### src/rtl/vmem_pkg.sv
package vmem_pkg;

  // True when a word address lies inside the populated part of the array.
  function automatic logic in_span(input int unsigned addr, input int unsigned depth);
    return addr < depth;
  endfunction

endpackage

### src/rtl/vmem_array.sv
module vmem_array #(
  parameter int DEPTH = 16,
  parameter int WIDTH = 8,
  parameter int AW    = (DEPTH > 1) ? $clog2(DEPTH) : 1
) (
  input  logic             clk,
  input  logic             we,
  input  logic [AW-1:0]    wa,
  input  logic [WIDTH-1:0] wd,
  input  logic             re,
  input  logic [AW-1:0]    ra,
  output logic [WIDTH-1:0] q
);
  import vmem_pkg::*;

  // Plain array without reset so that block RAM can be inferred.
  logic [WIDTH-1:0] store [DEPTH];

  always_ff @(posedge clk) begin
    if (we && in_span(32'(wa), DEPTH)) store[wa] <= wd;
  end

  // Registered read: old contents on a same-address collision.
  always_ff @(posedge clk) begin
    if (re && in_span(32'(ra), DEPTH)) q <= store[ra];
  end
endmodule

### src/rtl/vmem_valid.sv
module vmem_valid #(
  parameter int DEPTH = 16,
  parameter int AW    = (DEPTH > 1) ? $clog2(DEPTH) : 1
) (
  input  logic          clk,
  input  logic          rst,
  input  logic          we,
  input  logic [AW-1:0] wa,
  input  logic          re,
  input  logic [AW-1:0] ra,
  output logic          hit_q
);
  import vmem_pkg::*;

  logic [DEPTH-1:0] present;

  always_ff @(posedge clk) begin
    if (rst) begin
      present <= '0;
    end else if (we && in_span(32'(wa), DEPTH)) begin
      present[wa] <= 1'b1;
    end
  end

  // Sampled on the same edge as the array read, so the flag and the
  // data belong to the same address.
  always_ff @(posedge clk) begin
    if (rst) begin
      hit_q <= 1'b0;
    end else if (re) begin
      hit_q <= in_span(32'(ra), DEPTH) ? present[ra] : 1'b0;
    end
  end
endmodule

### src/rtl/vmem_mask.sv
module vmem_mask #(
  parameter int WIDTH = 8
) (
  input  logic             hit_q,
  input  logic [WIDTH-1:0] raw,
  output logic [WIDTH-1:0] data
);
  always_comb begin
    data = hit_q ? raw : '0;
  end
endmodule

### src/rtl/vmem_top.sv
module vmem_top #(
  parameter int DEPTH = 16,
  parameter int WIDTH = 8,
  localparam int AW   = (DEPTH > 1) ? $clog2(DEPTH) : 1
) (
  input  logic             clk,
  input  logic             rst,
  input  logic             wr_en,
  input  logic [AW-1:0]    wr_addr,
  input  logic [WIDTH-1:0] wr_data,
  input  logic             rd_en,
  input  logic [AW-1:0]    rd_addr,
  output logic [WIDTH-1:0] rd_data
);
  logic             wr_go;
  logic [WIDTH-1:0] raw_q;
  logic             hit_q;

  // Reset has priority over a write in the same cycle.
  assign wr_go = wr_en && !rst;

  vmem_array #(.DEPTH(DEPTH), .WIDTH(WIDTH), .AW(AW)) u_array (
    .clk (clk),
    .we  (wr_go),
    .wa  (wr_addr),
    .wd  (wr_data),
    .re  (rd_en),
    .ra  (rd_addr),
    .q   (raw_q)
  );

  vmem_valid #(.DEPTH(DEPTH), .AW(AW)) u_valid (
    .clk   (clk),
    .rst   (rst),
    .we    (wr_go),
    .wa    (wr_addr),
    .re    (rd_en),
    .ra    (rd_addr),
    .hit_q (hit_q)
  );

  vmem_mask #(.WIDTH(WIDTH)) u_mask (
    .hit_q (hit_q),
    .raw   (raw_q),
    .data  (rd_data)
  );
endmodule

### config.mk
export PLATFORM = sky130hd
export DESIGN_NAME = vmem_top
export DESIGN_NICKNAME = d
export VERILOG_FILES = /design/src/rtl/vmem_pkg.sv /design/src/rtl/vmem_array.sv /design/src/rtl/vmem_valid.sv /design/src/rtl/vmem_mask.sv /design/src/rtl/vmem_top.sv
export SDC_FILE = /design/constraint.sdc
export NUM_CORES = 1
export LEC_CHECK = 0
export ABC_AREA = 0
export BUFFER_PORTS_ARGS = -buffer_cell sky130_fd_sc_hd__buf_2
export CAP_MARGIN = 15
export CORE_MARGIN = 2
export CORE_UTILIZATION = 35
export DETAILED_ROUTE_END_ITERATION = 8
export SYNTH_ARGS = -nofsm -noshare
export SYNTH_HDL_FRONTEND = slang
export SYNTH_HIERARCHICAL = 1
export SYNTH_SLANG_ARGS = --single-unit
export TNS_END_PERCENT = 100
### constraint.sdc
create_clock -name clk -period 2.2 [get_ports clk]
set_input_delay 0.44 -clock clk [delete_from_list [all_inputs] [get_ports clk]]
set_output_delay 0.44 -clock clk [all_outputs]
set_load 0.02 [all_outputs]
-- Yosys cells after proc, flatten, opt, wreduce, memory -nomap -nowiden
Memories as Yosys holds them, arrays and structs flattened. A register that Yosys moved wholly into a read port is not among the register bits.
Cells that the tools add are included.
- bits in registers: 17
- memory bits (writable): 128
- input bits: 20
- output and inout port bits: 8
- word-level logic and storage cells: 17
- memories: 1
- $lt $le $gt $ge: 3
- multiplexer cells: 7
- bitwise operators: 1
- reduce and logical (&&, ||, !) cells: 3
- memories (memory ; depth ; width ; read ports ; clocked after Yosys merged registers in ; write ports ; line ; text):
    u_array.store ; 16 ; 8 ; 1 ; 1 ; 1 ; vmem_array.sv:17 ; logic [WIDTH-1:0] store [DEPTH];
- operators with widths (kind ; number):
    $or 16x16->16 ; 1
    $lt 4x5->1 const B ; 2
    $mux 8 ; 1
    $bmux 1 s4 ; 1
    $demux 1 s4 ; 1
    $ge 4x1->1 const B ; 1
    $mux 1 ; 4
    $logic_and 1x1->1 ; 2
    $logic_not 1->1 ; 1

-- Logic depth before layout (Yosys ltp)
Gate-level depths: netlist of the first run.
- word-level depth: 5
- mapped depth: 5
- mapped depth without buffers: 5

-- Hierarchy
Netlist of the first run, hierarchy kept.
- modules (own cells, without submodules) (module ; instances ; cells an instance ; area each (µm²) ; sequential area each (µm²)):
    vmem_array ; 1 ; 229 ; 5227.5 ; 4083.9
    vmem_valid ; 1 ; 77 ; 721.9 ; 340.3
    vmem_mask ; 1 ; 8 ; 50.0 ; 0.0
    vmem_top ; 1 ; 1 ; 13.8 ; 0.0

-- Least setup slack after synthesis of the first run
OpenSTA, ideal clock, no wires.
- path kind: input to register
- start: in wr_en
- end: mem u_array.store[0][0] (enable)
- setup time: 383 ps
- arrival time: 1713 ps
- data required time: 1817 ps
- slack: 103 ps
- cell stages on the path: 3
- path buffers: 0
- cells stage by stage: nor2b_4 -> or3b_2 -> nor3_1
- cells in the longest elaborated chain, start to end: 3
- RTL lines (element ; line ; text):
    from (decl) ; vmem_top.sv:8 ; input logic wr_en,
    $logic_and 1x1->1 ; vmem_top.sv:20 ; assign wr_go = wr_en && !rst;
    $mux 1 ; vmem_array.sv:20 ; if (we && in_span(32'(wa), DEPTH)) store[wa] <= wd;
    $mux 1 (not written as such) ; vmem_array.sv:20 ;
    to (decl) ; vmem_array.sv:17 ;
No other way between the ends.

-- Final worst setup path of the first run
- start: reg u_valid.hit_q
- end: out rd_data[5]
- cells in the longest elaborated chain, start to end: 1
- RTL lines (element ; line ; text):
    from (decl) ; vmem_valid.sv:11 ; output logic hit_q
    from (signal assigned) ; vmem_valid.sv:31 ; hit_q <= in_span(32'(ra), DEPTH) ? present[ra] : 1'b0;
    $mux 8 ; vmem_mask.sv:9 ; data = hit_q ? raw : '0;
    to (decl) ; vmem_top.sv:13 ; output logic [WIDTH-1:0] rd_data
No other way between the ends.

==> reports/results.md, run 1 <==
| Group | Metric | Value |
|:---|:---|:---|
| status | Status | completed |
| critical path | Startpoint of the worst register-to-register path | u_array/store[9][3]$_DFFE_PP_ |
| floorplan | Area of the die | 18,200 um^2 |
| global route | Global-route wire length before repair | 19,300 um |
| clock tree | Clock latency on the worst-skew pair | 0.41 ns |
| timing | Transition time at the pin with the least slew margin | 0.428 ns |
| clock tree | Clock root buffer | sky130_fd_sc_hd__clkbuf_16 |
| timing | Min Tclk post-route | 1.77 ns |
| routing | Post-detailed-route via-to-cell ratio | 5.16 |
| clock tree | Number of instances resized during post-cts repair | 0 |
| floorplan | Core Box Area | 16,700 um^2 |
| global route | Number of global-route vias before repair | 3,239 |
| routing | Number of violations reported at the end of detailed-routing iteration 0 | 258 |
| timing | RSZ-0062 raised after global routing | no |
| layout | NumNets Final | 392 |
| yosys | Mapped Cells | 315 |
| timing | Minimum setup slack in the final design | 0.427 ns |
| yosys | Yosys Warn Count | 6 |
| layout | Post-route design area | 7060 um^2 |
| clock tree | Clock transition at path regs | 0.06 ns |
| worst hold path | Hold/Removal Path Class | input port to register |
| critical path | Crit. End Element | primary output |
| worst hold path | Hold path startpoint | wr_data[1] |
| routing | Average wire per standard cell | 20.8 um |
| yosys | Synthesized cell area | 6010 um^2 |
| clock tree | Post-CTS Setup Bufs | 0 |
| layout | Non-filler cells in the finished layout | 603 |
| clock tree | Hold bufs inserted after CTS | 0 |
| critical path | Data arrival time at the worst-slack endpoint | 1.33 ns |
| yosys | Synth Area per Inst | 19.1 um^2 |
| pwr | PD cells | 871 nW/um^2 |
| layout | Number of antenna cells inserted | 0 |
| place | Placed Cells incl. Taps | 573 |
| routing | Total Routed Length | 12,500 um |
| timing | Maximum clock frequency | 564 MHz |
| floorplan | Initial Utilization | 36.0% |
| critical path | Crit Path Class | register to primary output |
| global route | GRT Total Usage | 14.8% |
| routing | Post-route antenna net violation count | 0 |
| yosys | Post-synthesis net count | 335 |
| layout | Layout filler cell count | 1,501 |
| place | HPWL after detailed placement | 7870 um |
| place | Number of port buffers | 27 |
| timing | TNS Setup | 0 ns |
| timing | Final hold vios | 0 |
| place | Worst-case setup slack after placement | 0.119 ns |
| layout | Area delta synth->final | 17.5% |
| critical path | Startpoint types | register |
| timing | Worst slew margin relative to its limit | 71.5% |
| critical path | Worst reg-to-reg path cell count | 3 |
| global route | Pin count of the biggest net entering global routing | 36 |
| global route | Congestion Overflow GR | 0 |
| clock tree | Num CTS Buffers | 17 |
| clock tree | CTS sink count | 153 |
| clock tree | Number of buffers between clock root and the deepest sink | 2 |
| clock tree | CTS H-tree depth | 4 |
| floorplan | Standard-cell row count | 47 |
| pwr | VDD IR max | 513 uV |
| place | Post-place instance area | 6530 um^2 |
| pwr | Pwr Total | 6.15 mW |
| job | Max-cap violations | 0 |
| worst hold path | Hold Crit Depth | 1 |
| global route | Antenna violations before repair | 0 |
| timing | Worst Skew | 0.00532 ns |
| critical path | Required time at the endpoint of the critical path | 1.76 ns |
| pwr | Leakage | 2.41 nW |
| critical path | Worst reg2reg endpoint | u_array/q[3]$_DFFE_PP_ |
| yosys | FF+latch count, synth | 153 |
| floorplan | Die Wd | 135 um |
| timing | Final Slew Violations | 0 |
| worst hold path | Worst Hold Endpoint | u_array/store[1][1]$_DFFE_PP_ |
| timing | Period Utilization, post-route | 80.6% |
| floorplan | Overall die height | 135 um |
| critical path | R2R Setup Slk | 0.66 ns |
| routing | DRC | 0 |
| critical path | CP max FO | 9 |
| yosys | Unique masters post-synth | 30 |
| yosys | Portion of the post-synthesis area used by sequential elements | 73.6% |
| routing | 1st-pass router iterations | 4 |
| place | Routability Congestion | 0.796 |
| floorplan | I/O pin total | 28 |
| layout | Ratio of cells with drive above 1 in the final layout | 26.9% |
| routing | Routed vias | 3,111 |
| timing | Total setup violations reported at the end of the flow | 0 |
| clock tree | Clock tree from TritonCTS | yes |
## sequential cells by signal, indices dropped and copies added, names as in the netlist
signal,flops
u_valid/present,16
u_array/q,8
u_valid/hit_q,1
u_array/store,128
## worst max-delay path, cell delays in order (launching register included)
cell                      delay (ns)
sky130_fd_sc_hd__dfxtp_1        0.49
sky130_fd_sc_hd__and2_1         0.25
sky130_fd_sc_hd__buf_2          0.19
## power breakdown
group	internal (mW)	switching, mW
clock	1.54	1.08
sequential	3.21	0.0145
combinational	0.125	0.180
total	4.87	1.28
## layout by cell type, fill, tap and decap left out
cell type	instances
sky130_fd_sc_hd__nor3_1	4
sky130_fd_sc_hd__inv_6	2
sky130_fd_sc_hd__a221oi_1	1
sky130_fd_sc_hd__a21oi_1	12
sky130_fd_sc_hd__mux4_2	20
sky130_fd_sc_hd__nor2_1	34
sky130_fd_sc_hd__buf_12	3
sky130_fd_sc_hd__nand2b_1	2
sky130_fd_sc_hd__nor2b_1	4
sky130_fd_sc_hd__and2_1	9
sky130_fd_sc_hd__edfxtp_1	136
sky130_fd_sc_hd__mux2i_1	4
sky130_fd_sc_hd__or3b_2	1
sky130_fd_sc_hd__a31oi_1	4
sky130_fd_sc_hd__dfxtp_1	17
sky130_fd_sc_hd__or3b_1	1
sky130_fd_sc_hd__clkbuf_1	1
sky130_fd_sc_hd__and3_1	1
sky130_fd_sc_hd__clkinv_4	2
sky130_fd_sc_hd__a22oi_1	17
sky130_fd_sc_hd__clkbuf_16	17
sky130_fd_sc_hd__mux4_1	14
sky130_fd_sc_hd__buf_4	21
sky130_fd_sc_hd__clkinv_2	4
sky130_fd_sc_hd__bufinv_16	1
sky130_fd_sc_hd__o211ai_2	1
sky130_fd_sc_hd__nand2_1	11
sky130_fd_sc_hd__nor2b_4	1
sky130_fd_sc_hd__a221oi_2	1
sky130_fd_sc_hd__nand3_1	1
sky130_fd_sc_hd__buf_2	27
sky130_fd_sc_hd__and2b_1	1
sky130_fd_sc_hd__clkinvlp_4	2
sky130_fd_sc_hd__and3b_1	1
sky130_fd_sc_hd__nand3b_1	3
sky130_fd_sc_hd__clkinv_1	1
sky130_fd_sc_hd__nor3b_1	1
## kinds of logic (layout without fill, tap and decap cells)
family	after synthesis	in the layout	share of synthesized area, %
AO/OA/AOI/OAI	36	36	4.14
buffers and inverters	13	81	1.83
flip-flops	153	153	73.6
multiplexers	38	38	14.3
AND/OR/NAND/NOR	75	75	6.18
## final cells by class
cell class                      instances  area, um^2  share of cell area (%)
Clock buffer                           18         429                    6.08
Clock inverter                         12         104                    1.47
Timing Repair Buffer                   51         353                    4.99
Tap cell                              220         275                    3.90
Sequential cell                       153        4420                    62.6
Multi-Input combinational cell        149        1480                    20.9
## synth_stat cells, drive strengths merged
cell	number	area share, %
and3	1	0.10
a21oi	12	1.0
nor3	4	0.33
mux2i	4	0.67
and2b	1	0.12
nand3	1	0.083
nor3b	1	0.12
o211ai	1	0.21
nor2b	5	0.64
nand3b	3	0.37
dfxtp	17	5.7
edfxtp	136	68
or3b	2	0.29
nand2	11	0.69
and2	9	0.94
clkdlybuf4s25	3	0.50
and3b	1	0.15
mux4	34	14
nor2	34	2.1
a31oi	4	0.42
a22oi	17	2.1
a221oi	2	0.40
nand2b	2	0.21
buf	10	1.3
## through the flow
step                      utilization [%]  hold WS, ns
final                                42.3        0.398
after global routing                 42.3        0.408
after CTS                            42.3        0.387
after detailed placement             39.1        0.455
after global placement               39.1        0.444
after floorplan                         -        0.431
## per-layer routing
metal | share of wire [%] | track usage (%) | routed length, um
met3 | 4.3 | 4.02 | 536
met5 | 0 | 0 | 0
met1 | 44 | 18.8 | 5470
met4 | 0.86 | 4.98 | 108
met2 | 51 | 24.7 | 6430
## worst max path at each step
stage,from,endpoint,depth (start not counted)
CTS,u_valid/hit_q$_SDFFE_PP0P_,rd_data[5],2
floorplan,wr_en,u_array/store[0][0]$_DFFE_PP_,3
global placement,rd_addr[0],u_array/q[3]$_DFFE_PP_,5
global route,u_valid/hit_q$_SDFFE_PP0P_,rd_data[5],2
finish,u_valid/hit_q$_SDFFE_PP0P_,rd_data[5],2
detailed placement,rd_addr[0],u_array/q[3]$_DFFE_PP_,5
Note: power is estimated with default switching activity, not from simulation.
==> inputs of run 2 (changes only) <==
Clock period 2.2 ns to 1.4 ns, I/O delays scaled along.
==> run 2 against run 1 <==
Effect of this change: the run now ends with negative setup slack left; via count increased by 1.8%; register-to-register slack got worse by 0.70 ns; sequential power is 57% higher; power is 61% higher; clock power increased by 62%; count of clock-buffer cells in the layout rose by 3; critical endpoint is now rd_data[7]; die area unchanged; hold slack lost 0.15 ns.
==> reports/results.md, run 2 (same netlist as run 1, synthesis figures left out) <==
| Group | Metric | Value |
|:---|:---|:---|
| status | Status | finished, violations left |
| status | Violations in the final reports | negative setup slack |
| pwr | Share of power burned in combinational logic | 5.9% |
| place | Placed Cells incl. Taps | 593 |
| place | Number of port buffers | 27 |
| global route | Number of global-route vias before repair | 3,173 |
| routing | Post-detailed-route via-to-cell ratio | 5.05 |
| layout | Number of antenna cells inserted | 0 |
| floorplan | Overall die height | 135 um |
| pwr | Internal cell power | 7.90 mW |
| critical path | Worst path top cell family by delay | flip-flops |
| timing | Minimum setup slack in the final design | -0.0438 ns |
| layout | Non-filler cells in the finished layout | 627 |
| clock tree | Clock tree from TritonCTS | yes |
| pwr | VDD IR max | 970 uV |
| routing | Number of violations reported at the end of detailed-routing iteration 0 | 300 |
| clock tree | CTS sink count | 153 |
| layout | Registers with the highest flip-flop counts | u_array/store (128), u_valid/present (16), u_array/q (8) |
| critical path | R2R Setup Slk | -0.04 ns |
| clock tree | Number of buffers between clock root and the deepest sink | 2 |
| floorplan | Standard-cell row count | 47 |
| floorplan | Core Box Area | 16,700 um^2 |
| job | Max-cap violations | 0 |
| critical path | Data arrival time at the worst-slack endpoint | 1.16 ns |
| pwr | Pwr Total | 9.89 mW |
| pwr | Leakage | 2.53 nW |
| layout | Largest register FFs | 128 |
| timing | Transition time at the pin with the least slew margin | 0.876 ns |
| pwr | PD cells | 1330 nW/um^2 |
| pwr | Net load switching power | 1.99 mW |
| layout | Area delta synth->final | 24.0% |
| routing | Average wire per standard cell | 19.7 um |
| critical path | Crit. Startpoint | u_array/q[7]$_DFFE_PP_ |
| floorplan | I/O pin total | 28 |
| routing | Routed vias | 3,166 |
| routing | Post-route antenna net violation count | 0 |
| global route | Antenna violations before repair | 0 |
| pwr | Share of power burned in the clock network | 42.8% |
| floorplan | Area of the die | 18,200 um^2 |
| critical path | Startpoint types | register |
| worst hold path | Hold/Removal Path Class | input port to register |
| critical path | Count of buffering cells on the critical path with inverters included | 1 |
| layout | Register bank with the most flops | u_array/store |
| timing | Total setup violations reported at the end of the flow | 7 |
| clock tree | Clock transition at path regs | 0.06 ns |
| critical path | Slowest stage cell on the critical path | sky130_fd_sc_hd__edfxtp_1 |
| critical path | Startpoint of the worst register-to-register path | u_array/store[2][4]$_DFFE_PP_ |
| layout | Most common cell after layout, fill and taps aside | sky130_fd_sc_hd__edfxtp_1 |
| timing | Period Utilization, post-route | 103% |
| clock tree | Num CTS Buffers | 17 |
| clock tree | CTS H-tree depth | 4 |
| critical path | Delay of the slowest cell on the worst path | 0.43 ns |
| timing | Final hold vios | 0 |
| routing | 1st-pass router iterations | 5 |
| critical path | Destination of the critical timing path | rd_data[7] |
| place | Routability Congestion | 0.758 |
| timing | Min Tclk post-route | 1.44 ns |
| layout | NumNets Final | 416 |
| critical path | Required time at the endpoint of the critical path | 1.12 ns |
| routing | DRC | 0 |
| timing | RSZ-0062 raised after global routing | yes |
| global route | Global-route wire length before repair | 18,800 um |
| layout | Layout filler cell count | 1,464 |
| layout | Ratio of cells with drive above 1 in the final layout | 39.3% |
| floorplan | Initial Utilization | 36.0% |
| pwr | Switching share of power | 20.1% |
| critical path | Instance count on the critical path | 2 |
| global route | GRT Total Usage | 14.4% |
| pwr | Seq pwr share | 51.3% |
| critical path | CP max FO | 1 |
| global route | Congestion Overflow GR | 0 |
| timing | Worst slew margin relative to its limit | 41.4% |
| clock tree | Clock root buffer | sky130_fd_sc_hd__clkbuf_16 |
| layout | Leading cell types in the layout, fill and taps excluded | 136 x sky130_fd_sc_hd__edfxtp_1, 37 x sky130_fd_sc_hd__buf_4, 34 x sky130_fd_sc_hd__mux4_2 |
| clock tree | Clock latency on the worst-skew pair | 0.42 ns |
| timing | Worst Skew | 0.00699 ns |
| critical path | Crit Path Class | register to primary output |
| routing | Total Routed Length | 12,400 um |
| critical path | Series of cell instances along the critical path | and2_4 -> buf_6 |
| timing | Final hold slack | 0.247 ns |
| critical path | Worst reg-to-reg path cell count | 3 |
| critical path | Worst reg2reg endpoint | u_array/q[4]$_DFFE_PP_ |
| critical path | Crit. End Element | primary output |
| timing | Maximum clock frequency | 693 MHz |
| clock tree | Hold bufs inserted after CTS | 0 |
| global route | Pin count of the biggest net entering global routing | 20 |
| place | HPWL after detailed placement | 8360 um |
| floorplan | Die Wd | 135 um |
| timing | Final Slew Violations | 0 |
-- run 2: worst min-delay path by stage --
stage	from	end	slack, ns	cells past startpoint
finish	wr_data[3]	u_array/store[6][3]$_DFFE_PP_	0.25	1
global route	wr_data[1]	u_array/store[5][1]$_DFFE_PP_	0.25	1
CTS	wr_data[1]	u_array/store[15][1]$_DFFE_PP_	0.24	1
detailed placement	u_valid/present[6]$_SDFFE_PP0P_	u_valid/present[6]$_SDFFE_PP0P_	0.45	2
global placement	u_valid/present[10]$_SDFFE_PP0P_	u_valid/present[10]$_SDFFE_PP0P_	0.45	2
floorplan	wr_data[0]	u_array/store[0][0]$_DFFE_PP_	0.38	0
-- run 2: power groups by stage --
| stage | combinational, mW | clock (mW) | sequential [mW] |
|---|---|---|---|
| after global placement | 0.534 | 0 | 5.16 |
| after floorplan | 0.304 | 0 | 5.15 |
| after detailed placement | 0.545 | 0 | 5.17 |
| after CTS | 0.565 | 4.33 | 5.07 |
| final | 0.584 | 4.24 | 5.07 |
| after global routing | 0.633 | 4.51 | 5.08 |
-- run 2: repair_timing --
item                       in CTS  in global routing
buffers inserted                0                  6
gates resized for setup        18                 18
pin swaps                       4                  4
setup endpoints to repair      16                 16
-- run 2: cell type report --
cell class | count | area [um^2] | share of cell area, %
clock buffer | 21 | 440 | 5.91
multi-input combinational | 149 | 1540 | 20.6
clock inverter | 9 | 101 | 1.36
sequential | 153 | 4430 | 59.4
timing repair buffer | 75 | 674 | 9.05
tap | 220 | 275 | 3.69
-- run 2: metrics by stage --
| stage | setup slack, ns | area, um^2 | setup TNS, ns | util [%] |
|---|---|---|---|---|
| final | -0.0438 | 7450 | -0.166 | 44.6 |
| after floorplan | -0.180 | 6040 | -2.91 | - |
| after CTS | -0.0521 | 7350 | -0.169 | 44.0 |
| after detailed placement | -0.550 | 6750 | -16.92 | 40.4 |
| after global routing | -0.0678 | 7450 | -0.444 | 44.6 |
| after global placement | -0.553 | 6750 | -15.42 | 40.4 |
-- run 2: worst reg2reg max path, stage by stage, from the launching register on --
cell and delay [ns]:
sky130_fd_sc_hd__edfxtp_1 0.37, sky130_fd_sc_hd__mux4_2 0.47, sky130_fd_sc_hd__a22oi_2 0.24, sky130_fd_sc_hd__nand2_1 0.09
-- run 2: per-layer routing --
layer	vias to the layer above	part of all wire, %	GRT usage, %
met4	0	1.2	5.73
met3	9	4.6	3.38
met2	80	49	22.2
met1	1640	45	19.8
li1	1437	-	-
met5	-	0	0
